==> src/rtl/lsc_pkg.sv <==
package lsc_pkg;
    // Request state of the interrupt flip-flop
    typedef enum logic {
        REQ_IDLE = 1'b0,
        REQ_PEND = 1'b1
    } req_e;

    localparam int unsigned LSC_CATH_W  = 4;
    localparam int unsigned LSC_ANODE_W = 8;
endpackage

==> src/rtl/lsc_edge.sv <==
module lsc_edge (
    input  logic clk,
    input  logic rst_n,
    input  logic level_i,
    output logic fall_o
);
    logic prev_d, prev_q;

    always_comb begin
        prev_d = level_i;
        fall_o = prev_q & ~level_i;
    end

    always_ff @(posedge clk) begin
        if (!rst_n) prev_q <= 1'b0;
        else        prev_q <= prev_d;
    end
endmodule

==> src/rtl/lsc_latch.sv <==
module lsc_latch
    import lsc_pkg::*;
#(
    parameter int unsigned CATH_W  = LSC_CATH_W,
    parameter int unsigned ANODE_W = LSC_ANODE_W,
    parameter int unsigned DATA_W  = 8
) (
    input  logic               clk,
    input  logic               rst_n,
    input  logic               fall_i,
    input  logic               cath_wr_i,
    input  logic               anode_wr_i,
    input  logic [DATA_W-1:0]  data_i,
    output req_e               req_o,
    output logic [CATH_W-1:0]  cath_o,
    output logic [ANODE_W-1:0] anode_o
);
    typedef struct packed {
        req_e               req;
        logic [CATH_W-1:0]  cath;
        logic [ANODE_W-1:0] anode;
    } state_t;

    state_t st_d, st_q;

    always_comb begin
        st_d = st_q;
        if (anode_wr_i) st_d.anode = data_i[ANODE_W-1:0];
        // The timing edge outranks the acknowledging write
        if (fall_i) begin
            st_d.req  = REQ_PEND;
            st_d.cath = '0;
        end else if (cath_wr_i) begin
            st_d.req  = REQ_IDLE;
            st_d.cath = data_i[CATH_W-1:0];
        end
    end

    always_ff @(posedge clk) begin
        if (!rst_n) begin
            st_q.req   <= REQ_IDLE;
            st_q.cath  <= '0;
            st_q.anode <= '0;
        end else begin
            st_q <= st_d;
        end
    end

    always_comb begin
        req_o   = st_q.req;
        cath_o  = st_q.cath;
        anode_o = st_q.anode;
    end
endmodule

==> src/rtl/lsc_matrix.sv <==
module lsc_matrix #(
    parameter int unsigned CATH_W  = 4,
    parameter int unsigned ANODE_W = 8,
    localparam int unsigned CELLS  = CATH_W * ANODE_W
) (
    input  logic [ANODE_W-1:0] anode_i,
    input  logic [CATH_W-1:0]  cath_i,
    output logic [CELLS-1:0]   lit_o
);
    for (genvar a = 0; a < ANODE_W; a++) begin : g_row
        for (genvar c = 0; c < CATH_W; c++) begin : g_col
            assign lit_o[a*CATH_W + c] = anode_i[a] & cath_i[c];
        end
    end
endmodule

==> src/rtl/led_scan_ctrl.sv <==
module led_scan_ctrl
    import lsc_pkg::*;
#(
    parameter int unsigned CATH_W  = LSC_CATH_W,
    parameter int unsigned ANODE_W = LSC_ANODE_W,
    parameter int unsigned DATA_W  = 8,
    localparam int unsigned CELLS  = CATH_W * ANODE_W
) (
    input  logic               clk,
    input  logic               rst_n,
    input  logic               line_bit,
    input  logic               cath_wr,
    input  logic               anode_wr,
    input  logic [DATA_W-1:0]  wr_data,
    output logic               irq_n,
    output logic [ANODE_W-1:0] anode,
    output logic [CATH_W-1:0]  cathode,
    output logic [CELLS-1:0]   lit
);
    logic fall;
    req_e req;

    lsc_edge u_edge (
        .clk    (clk),
        .rst_n  (rst_n),
        .level_i(line_bit),
        .fall_o (fall)
    );

    lsc_latch #(
        .CATH_W (CATH_W),
        .ANODE_W(ANODE_W),
        .DATA_W (DATA_W)
    ) u_latch (
        .clk       (clk),
        .rst_n     (rst_n),
        .fall_i    (fall),
        .cath_wr_i (cath_wr),
        .anode_wr_i(anode_wr),
        .data_i    (wr_data),
        .req_o     (req),
        .cath_o    (cathode),
        .anode_o   (anode)
    );

    lsc_matrix #(
        .CATH_W (CATH_W),
        .ANODE_W(ANODE_W)
    ) u_matrix (
        .anode_i(anode),
        .cath_i (cathode),
        .lit_o  (lit)
    );

    assign irq_n = (req != REQ_PEND);
endmodule

==> config.mk <==
export PLATFORM = sky130hd
export DESIGN_NAME = led_scan_ctrl
export DESIGN_NICKNAME = d
export VERILOG_FILES = /design/src/rtl/lsc_pkg.sv /design/src/rtl/lsc_edge.sv /design/src/rtl/lsc_latch.sv /design/src/rtl/lsc_matrix.sv /design/src/rtl/led_scan_ctrl.sv
export SDC_FILE = /design/constraint.sdc
export NUM_CORES = 1
export LEC_CHECK = 0
export ABC_AREA = 1
export BUFFER_PORTS_ARGS = -buffer_cell sky130_fd_sc_hd__buf_2
export CORE_ASPECT_RATIO = 0.6
export CORE_UTILIZATION = 35
export CTS_BUF_LIST = sky130_fd_sc_hd__clkbuf_16
export DETAILED_ROUTE_END_ITERATION = 8
export PLACE_DENSITY = 0.76
export SLEW_MARGIN = 20
export SYNTH_ARGS = -nofsm -noshare
export SYNTH_HDL_FRONTEND = slang
export SYNTH_SLANG_ARGS = --single-unit
export TNS_END_PERCENT = 100
==> constraint.sdc <==
create_clock -name clk -period 1 [get_ports clk]
set_clock_uncertainty 0.2 [all_clocks]
set_input_delay 0.05 -clock clk [delete_from_list [all_inputs] [get_ports clk]]
set_output_delay 0.05 -clock clk [all_outputs]
set_load 0.05 [all_outputs]
==> results, run 1 <==
- The area share of the largest cell type after synthesis is 0.351.
- For this design the top-level I/O count stands at 58.
- The level count of the clock H-tree is 1.
- The net count of the mapped netlist is 155.
- In the post-synthesis netlist, the biggest area contributors are dfxtp_1 (35%), inv_1 (21%), nand2_1 (19%).
- The flip-flop cell with the highest count after synthesis is dfxtp_1.
- The congestion estimate from routability-driven global placement came to 0.743.
- Measured along the y axis, the die boundary spans 39.0 µm.
- Port buffering added between 50 and 60 buffers.
- CTS saw 14 sinks.
- The share of the Yosys chip area taken by registers is 0.351.
- The first error in the log reads "[ERROR DPL-0038] Utilization greater than 100%, impossible to legalize".
- The half-perimeter wire length after detailed placement is 1850 µm.
- After synthesis, the share of flip-flops with an asynchronous set or reset is 0.
- By instance count, the leading cell after synthesis is inv_1.
- The cell chosen for the clock root is clkbuf_16.
- The initial cell density of the core is 0.400.
- The number of gates resized after CTS is between 100 and 150.
- The number of synthesized register bits is 14.
- Counting flops with a built-in enable in the synthesized netlist gives 0.
- The synthesized design spends more area on one cell type than any other, namely dfxtp_1.
- After floorplanning, the core was divided into 12 placement rows.
- The synthesized cell area is 798 µm².
- The synthesized instance count is around 140.
- The stage at which the flow ended is clock tree synthesis (4_1_cts).
- By count the netlist is led by inv_1 (44), nand2_1 (40), nor2_1 (28).
- The post-CTS repair timing setup buffer count is 9.
- The run stopped with a tool error.
- The Yosys step of the flow raised 0 warnings.
- The minimum setup slack after placement is -0.108 ns.
- The average instance in the mapped netlist occupies around 5.6 µm².
- The count of hold-fix buffers inserted at cts is 9.
- The horizontal die dimension is between 60 and 70 µm.
- The synthesized netlist contains 10 unique library cells.
- Counting the buffers created by CTS gives 3.
- The clock passes through at most 2 buffers.
[logic make-up after synthesis]
family          after synthesis  share of synthesized area
compound gates                9                     0.0596
buf+inv                      51                      0.270
simple gates                 68                      0.320
flops                        14                      0.351
[stage by stage]
step,hold slack [ns],instances,utilization,instance area [µm²],setup TNS [ns]
2_1_floorplan,-0.0524,142,-,1100,-3.58
3_3_place_gp,0.0489,221,0.672,1340,-2.56
3_5_place_dp,0.0796,221,0.672,1340,-2.65
==> run 2: changes to the inputs <==
--- a/config.mk
+++ b/config.mk
@@ -7,11 +7,10 @@
 export LEC_CHECK = 0
 export ABC_AREA = 1
 export BUFFER_PORTS_ARGS = -buffer_cell sky130_fd_sc_hd__buf_2
-export CORE_ASPECT_RATIO = 0.6
-export CORE_UTILIZATION = 35
-export CTS_BUF_LIST = sky130_fd_sc_hd__clkbuf_16
+export CORE_AREA = 2 2 63 65
 export DETAILED_ROUTE_END_ITERATION = 8
-export PLACE_DENSITY = 0.76
+export DIE_AREA = 0 0 65 67
+export PLACE_DENSITY_LB_ADDON = 0.15
 export SLEW_MARGIN = 20
 export SYNTH_ARGS = -nofsm -noshare
 export SYNTH_HDL_FRONTEND = slang
==> constraint.sdc (replaced) <==
create_clock -name clk -period 1.3 [get_ports clk]
set_clock_uncertainty 0.2 [all_clocks]
set_input_delay 0.065 -clock clk [delete_from_list [all_inputs] [get_ports clk]]
set_output_delay 0.065 -clock clk [all_outputs]
set_load 0.05 [all_outputs]
==> run 2 against run 1 <==
Synthesized area did not move. Synthesized cell count did not move. The flow now finishes, with violations (setup timing).
==> results, run 2 <==
- The required arrival time at the worst endpoint is 1.03 ns.
- The design draws 1.30 mW.
- Status: finished with violations (was did not finish).
- In this run the worst hold path is classified as primary input to flip-flop.
- The data arrival time of the critical path is 1.05 ns.
- The cell chosen for the clock root is clkbuf_8 (was clkbuf_16).
- In the final layout, the share of cells above drive strength 1 is 0.426.
- The sequential share of the synthesized area was 0.351 (unchanged).
- The half-perimeter wire length after detailed placement is 1810 µm (was 1850 µm).
- The detail-routed net length per standard cell is about 11 µm.
- The critical path runs through a total of 4 cells.
- The area fraction in and, or, nand and nor cells after synthesis is 0.320 (unchanged).
- The level count of the clock H-tree is 1 (unchanged).
- The count of final hold-check violations was 0.
- The area share of the largest cell type after synthesis came to 0.351 (unchanged).
- For this block, the initial DRC count from the detailed router was 20.
- The path with the worst hold slack has its endpoint at u_latch.req_o.
- The number of synthesized register bits is 14 (unchanged).
- The distinct cell type count after synthesis came to 10 (unchanged).
- Grouping stages by cell kind, the critical path spends the most delay in flip-flops.
- The library cells used most frequently in the layout, excluding fill and tap cells, are nand2_1 (36), inv_1 (34), nor2_1 (28).
- Top cells by count, synth: inv_1 (44), nand2_1 (40), nor2_1 (28) (unchanged).
- The setup slack on the worst flop-to-flop path is 0.28 ns.
- After detailed routing, the number of vias per cell comes to 3.86.
- STA classifies the critical path startpoint as a flip-flop.
- The post-synthesis adder-cell area fraction is 0 (unchanged).
- The worst hold path begins at cath_wr.
- The leakage power total is 0.919 nW.
- The register with the most flip-flops in the layout has 8 of them.
- The final RePlAce weighted congestion is 0.659 (was 0.743).
- The peak supply drop is 0.435 mV.
- The portion of netlist area occupied by mux cells is 0 (unchanged).
- The initial cell density of the core is 0.221 (was 0.400).
- The initial antenna violation count is 0.
- The type of destination of the critical path is a primary output.
- Across every metal layer, demand over resource in global routing totals 0.131.
- The net count of the mapped netlist came to 155 (unchanged).
- The insertion delay of the later-clocked pin in the worst-skew pair is 0.25 ns.
- The count of flip-flops with a built-in enable after synthesis is 0 (unchanged).
- The total number of nets in the final design is 223.
- The depth of the worst hold-timing path is 4.
- The fmax is around 760 MHz.
- The per-instance average area after synthesis is 5.62 µm² (unchanged).
- The most frequent cell after synthesis is inv_1 (unchanged).
- The cell taking the most area after synthesis is dfxtp_1 (unchanged).
- The height of the chip is 67 µm (was 39.0 µm).
- The maximum fanout count along the critical path is 6.
- Setup repair after global routing could not meet its margin everywhere.
- The maximum number of buffers from clock root to sink is 2 (unchanged).
- The slowest stage of the critical path belongs to the cell dfxtp_4.
- Most area-consuming cells after synthesis: dfxtp_1 (35%), inv_1 (21%), nand2_1 (19%) (unchanged).
- The clock buffer count from CTS is 3 (unchanged).
- The final-report max-slew violation count came to 0.
- The total area inside the core boundary comes to around 0.0036 mm².
- The count of nets left with antenna violations after detail routing is 0.
- The number of cells on the worst reg-to-reg path is 5.
- In this run the tightest slew margin relative to its limit is 0.831.
- The fraction of the cycle the final worst path needs is 1.01.
- The number of I/O pins is 58 (unchanged).
- At the pin with the least slew margin, the transition time is 0.255 ns.
- The total wirelength of the detailed-routed design is 2700 µm.
- The cell with the most instances on the worst path is buf_8.
- The via count of the first global-routing pass was 914.
- The commonest non-fill, non-tap cell in the layout is nand2_1.
- The synthesized cell area is 798 µm² (unchanged).
- The wire length of the first global-routing pass is 4260 µm.
- The synthesized instance count was 142 (unchanged).
- The post-synthesis share of cell area spent on xor and xnor gates was 0 (unchanged).
- The buffering stage count on the worst path with inverters included is 3.
- The dominant combinational cell family by area after synthesis is simple AND/OR/NAND/NOR gates (unchanged).
- The biggest cell delay along the critical path is 0.37 ns.
- The largest net degree at the start of global routing is 12.
- The number of non-filler instances in the completed layout is 257.
- The residual DRC count is 0.
- The worst register-to-register path ends at u_latch.cath_o[3].
- Counting I/O delays and the setup requirement, the final critical path takes 1.31 ns.
- The count of clock tree sinks is 14 (unchanged).
- The overall die area is 0.00436 mm².
- The via count of the routed design is 991.
- Setup violations remaining at the end of the flow were counted as 2.
- The number of inserted diodes is 0.
- The worst setup path is of the flip-flop to primary output kind.
- The worst setup slack after layout is -0.0116 ns.
- The length of the first detailed-routing pass in iterations is 4.
- The horizontal die dimension is 65 µm (was 63.7 µm).
- Compared with the post-synthesis result, the final layout area differs by 86.5%.
- The proportion of synthesized flip-flops having asynchronous set or reset is 0 (unchanged).
- The reg-to-reg startpoint is u_latch.cath_o[3].
- The flip-flop cell with the highest count after synthesis is dfxtp_1 (unchanged).
- Walking the worst path, the cells encountered are buf_8 -> nand2_4 -> clkinvlp_4 -> buf_8.
- The areal power density over the cells is 874 mW/mm².
- For this run the aggregate overflow at the end of global routing stands at 0.
- The synthesized-area fraction occupied by ao, oa, aoi and oai cells is 0.0596 (unchanged).
- TritonCTS built the clock tree.
- Max-cap violations in this run came to 0.
- The count of standard-cell rows is 22 (was 12).
- The final reports fail on setup timing.
- The fill cell instance count of the final layout is 394.
- The clock transition at the registers of the reported paths is 0.05 ns.
- The number of instances in the placed design is 241 (was 221).
- The quantity of I/O buffers inserted on ports is 57 (unchanged).
- The number of warnings printed during yosys synthesis was 0 (unchanged).
run 2: cell counts after synthesis:
Identical to the previous run, type by type.
run 2: cell type report:
class / instances / area [µm²] / area share
clock buffers: 4 / 55.1 / 0.0370
multi-input cells: 77 / 328 / 0.220
flip-flops and latches: 14 / 305 / 0.205
repair buffers: 69 / 538 / 0.361
well taps: 48 / 60.1 / 0.0403
inverters: 45 / 203 / 0.136
run 2: layer usage:
| metal | vias up | global-route usage | share of wire |
|---|---|---|---|
| met5 | - | 0 | 0 |
| met4 | 0 | 0.0399 | 0.012 |
| met3 | 5 | 0.0338 | 0.064 |
| met2 | 37 | 0.235 | 0.50 |
| met1 | 427 | 0.153 | 0.42 |
| li1 | 522 | - | - |
run 2: worst max-delay path by stage:
stage	to	from
6_report	lit[7]	u_latch.cath_o[3]
5_1_grt	lit[7]	u_latch.cath_o[3]
4_1_cts	lit[25]	u_latch.cath_o[1]
3_5_place_dp	lit[24]	u_latch.cath_o[0]
3_3_place_gp	lit[24]	u_latch.cath_o[0]
2_1_floorplan	lit[11]	u_latch.cath_o[3]
run 2: metrics by stage:
| step | setup WS [ns] | setup TNS (ns) | hold WS, ns | utilization | area [µm²] |
|---|---|---|---|---|---|
| final | -0.0116 | -0.0171 | 0.00694 | 0.413 | 1490 |
| after CTS | 0.00288 | 0 | 0.00576 | 0.384 | 1390 |
| after global placement | 0.152 | 0 | 0.0651 | 0.318 | 1150 |
| after floorplan | -0.00799 | -0.00799 | -0.0374 | - | 847 |
| after global routing | -0.0650 | -0.253 | 0.0350 | 0.413 | 1490 |
| after detailed placement | 0.151 | 0 | 0.0684 | 0.318 | 1150 |
run 2: cell families after synthesis:
logic type / count (synthesis)
simple gates: 68
flops: 14
buf+inv: 51
compound gates: 9
run 2: repair_timing:
action	CTS	global route
hold buffers	11	0
setup endpoints to repair	33	22
cloned	0	0
endpoints found under the hold margin	14	0
resized for setup	29	38
pin swaps	0	3
setup buffers	0	1
run 2: tightest hold or removal path: cells and delay by family:
family,cells,cell delay [ns]
AOI/OAI and AO/OA,1,0.05
buffers and inverters,2,0.23
and+or+nand+nor,1,0.05
run 2: where the power goes:
part           internal [mW]  leakage [nW]  switching (mW)  total (mW)
registers              0.457         0.121          0.0477       0.505
clock network          0.269        0.0288           0.164       0.433
logic                  0.116         0.769           0.248       0.364
(Power assumes the default switching activity.)
==> run 3: changes to the inputs <==
--- a/config.mk
+++ b/config.mk
@@ -6,10 +6,10 @@
 export NUM_CORES = 1
 export LEC_CHECK = 0
 export ABC_AREA = 1
-export BUFFER_PORTS_ARGS = -buffer_cell sky130_fd_sc_hd__buf_2
 export CORE_AREA = 2 2 63 65
 export DETAILED_ROUTE_END_ITERATION = 8
 export DIE_AREA = 0 0 65 67
+export DONT_BUFFER_PORTS = 1
 export PLACE_DENSITY_LB_ADDON = 0.15
 export SLEW_MARGIN = 20
 export SYNTH_ARGS = -nofsm -noshare
==> run 3 against run 2 <==
The flow now finishes without violations. Highest routed layer unchanged. First-iteration DRC count up 65%. Flip-flop and latch count unchanged. Largest cell class unchanged. Sequential share of layout area decreased by 1.4 points.
==> results, run 3 (synthesized netlist as in run 2, its figures left out) <==
- The count of clock tree sinks is 14 (unchanged).
- The via count of the routed design is 910 (was 991).
- The CTS tree was done (unchanged).
- The type of destination of the critical path was a primary output (unchanged).
- The cell chosen for the clock root was clkbuf_8 (unchanged).
- The half-perimeter wire length after detailed placement is 1940 µm (was 1810 µm).
- The wire length on met1 is 1040 µm (was 1140 µm).
- The initial antenna violation count is 0 (unchanged).
- The buffering stage count on the worst path with inverters included was 1 (was 3).
- The fmax is 792 MHz (was 762 MHz).
- The worst hold slack was 0.146 ns (was 0.00694 ns).
- The overall power consumption came to 1.23 mW (was 1.30 mW).
- The detail-routed net length per standard cell is 10.8 µm (was 10.5 µm).
- The count of final hold-check violations is 0 (unchanged).
- The layout overhead on the synthesized area is 99.8% (was 86.5%).
- The length of the first detailed-routing pass in iterations is 3 (was 4).
- The height of the chip is 67 µm (unchanged).
- The actual slew at the worst max-slew pin was 0.416 ns (was 0.255 ns).
- The commonest non-fill, non-tap cell in the layout is nand2_1 (unchanged).
- The sort of element at the start of the critical path was a flip-flop (unchanged).
- The clock transition at the registers of the reported paths is 0.06 ns (was 0.05 ns).
- The flip-flop count of the largest register, all copies and words added was 8 (unchanged).
- The share of layout cells above drive strength 1 is 0.344 (was 0.426).
- The wire length of the first global-routing pass is 4080 µm (was 4260 µm).
- The leakage power total came to 0.853 nW (was 0.919 nW).
- The cell family contributing the most delay on the critical path is flip-flops (unchanged).
- The horizontal die dimension is 65 µm (unchanged).
- The count of maximum capacitance violations was 0 (unchanged).
- The sequential standard cell area is 305 µm² (unchanged).
- The shortest clock period the worst path allows after layout is 1.26 ns (was 1.31 ns).
- The final-report max-slew violation count was 0 (unchanged).
- The violation count after the first detailed-routing iteration is 33 (was 20).
- The standard cell with the maximum stage delay on the critical path is dfxtp_4 (unchanged).
- The area of the core is 0.00361 mm² (unchanged).
- The residual DRC count was 0 (unchanged).
- The required arrival time at the worst endpoint came to 1.03 ns (about the same).
- The maximum number of buffers from clock root to sink is 2 (unchanged).
- Cell chain of the critical path: nand2_1 -> clkinvlp_4 (was buf_8 -> nand2_4 -> clkinvlp_4 -> buf_8).
- The final RePlAce weighted congestion is 0.699 (was 0.659).
- The count of nets left with antenna violations after detail routing is 0 (unchanged).
- The clock buffer count from CTS is 3 (unchanged).
- The category of the most critical setup path is flip-flop to primary output (unchanged).
- Status: finished, final reports clean (was finished with violations).
- The initial cell density of the core was 0.221 (unchanged).
- The area occupied by multi-input gates is 310 µm² (was 328 µm²).
- The data arrival time of the critical path is 1.00 ns (was 1.05 ns).
- The fill cell instance count of the final layout is 366 (was 394).
- The setup total negative slack came to 0 ns (was -0.0171 ns).
- The via count of the first global-routing pass is 885 (was 914).
- The insertion delay of the later-clocked pin in the worst-skew pair is 0.24 ns (was 0.25 ns).
- The wire length on met2 is 1320 µm (was 1360 µm).
- The maximum fanout count along the critical path was 10 (was 6).
- The total number of nets in the final design is 201 (was 223).
- The biggest cell delay along the critical path was 0.39 ns (was 0.37 ns).
- The overall die area came to 0.00436 mm² (unchanged).
- The overall routing resource usage is 0.125 (was 0.131).
- The number of I/O pins is 58 (unchanged).
- The amount of wire on met3 after detailed routing is 161 µm (was 172 µm).
- Most frequent cells in the layout: nand2_1 (37), inv_1 (34), nor2_1 (28) (was nand2_1 (36), inv_1 (34), nor2_1 (28)).
- The relative slew slack was 0.722 (was 0.831).
- The count of standard-cell rows is 22 (unchanged).
- The utilization after layout is 0.442 (was 0.413).
- The class of the tightest hold or removal check is primary input to flip-flop (unchanged).
- RSZ-0062 raised after global routing: true (unchanged).
- The largest net degree at the start of global routing is 12 (unchanged).
- The uppermost layer routed is met4 (unchanged).
- The fraction of the cycle the final worst path needs is 0.972 (was 1.01).
- The average vias per placed instance is 3.89 (was 3.86).
- The number of inserted diodes is 0 (unchanged).
- The quantity of I/O buffers inserted on ports is 0 (was 57).
- The level count of the clock H-tree is 1 (unchanged).
- The areal power density over the cells is 772 mW/mm² (was 874 mW/mm²).
- The total wirelength of the detailed-routed design is 2540 µm (was 2700 µm).
- The setup violation total in the final timing report is 0 (was 2).
- The remaining global-route overflow is 0 (unchanged).
- The peak supply drop is 0.789 mV (was 0.435 mV).
-- run 3: cell count changes in the layout (fill, tap and decap cells not counted), sizes merged --
cell          before  now
dlymetal6s4s       0    2
buf               55   35
clkbuf             7    3
dlygate4sd3       11   10
-- run 3: final timing paths --
kind,cells past startpoint,start,slack [ns],end
setup / recovery,2,u_latch.cath_o[3],0.04,lit[23]
hold / removal,3,rst_n,0.15,u_edge.prev_q
setup reg to reg,4,u_latch.cath_o[1],0.36,u_latch.cath_o[1]
hold reg to reg,2,u_edge.prev_q,0.28,u_latch.req_o
-- run 3: worst reg2reg max path, delay by kind of cell (launching register included) --
family	cells	cell delay (ns)
buffers and inverters	1	0.06
AND/OR/NAND/NOR	3	0.19
flip-flops	1	0.38
-- run 3: metal layers --
metal,vias up,global-route usage
met5,-,0
met4,0,0.0239
met3,2,0.0405
met2,32,0.253
met1,400,0.124
li1,476,-
-- run 3: what timing repair did --
| item | in CTS | in global routing |
|---|---|---|
| hold endpoints to repair | 14 | 0 |
| gates resized for setup | 4 | 6 |
| setup endpoints to repair | 11 | 8 |
| hold buffers | 12 | 0 |
| buffers inserted | 0 | 0 |
-- run 3: per-stage QoR --
step           worst slack [ns]  instance area [µm²]  instances
3_5_place_dp              0.242                 1410        219
4_1_cts                  0.0229                 1580        234
5_1_grt                -0.00509                 1600        234
2_1_floorplan          -0.00799                  847        142
3_3_place_gp              0.245                 1410        219
6_report                 0.0367                 1600        234
-- run 3: final cells by class --
| type | instances | share of cell area |
|---|---|---|
| well taps | 48 | 0.0376 |
| clock buffers | 3 | 0.0259 |
| flip-flops and latches | 14 | 0.191 |
| multi-input cells | 77 | 0.195 |
| inverters | 45 | 0.127 |
| repair buffers | 47 | 0.424 |
-- run 3: where the power goes --
part | switching, mW | leakage [nW] | internal, mW
combinational | 0.243 | 0.711 | 0.138
clock | 0.140 | 0.0216 | 0.204
sequential | 0.0486 | 0.121 | 0.457
total | 0.431 | 0.853 | 0.800
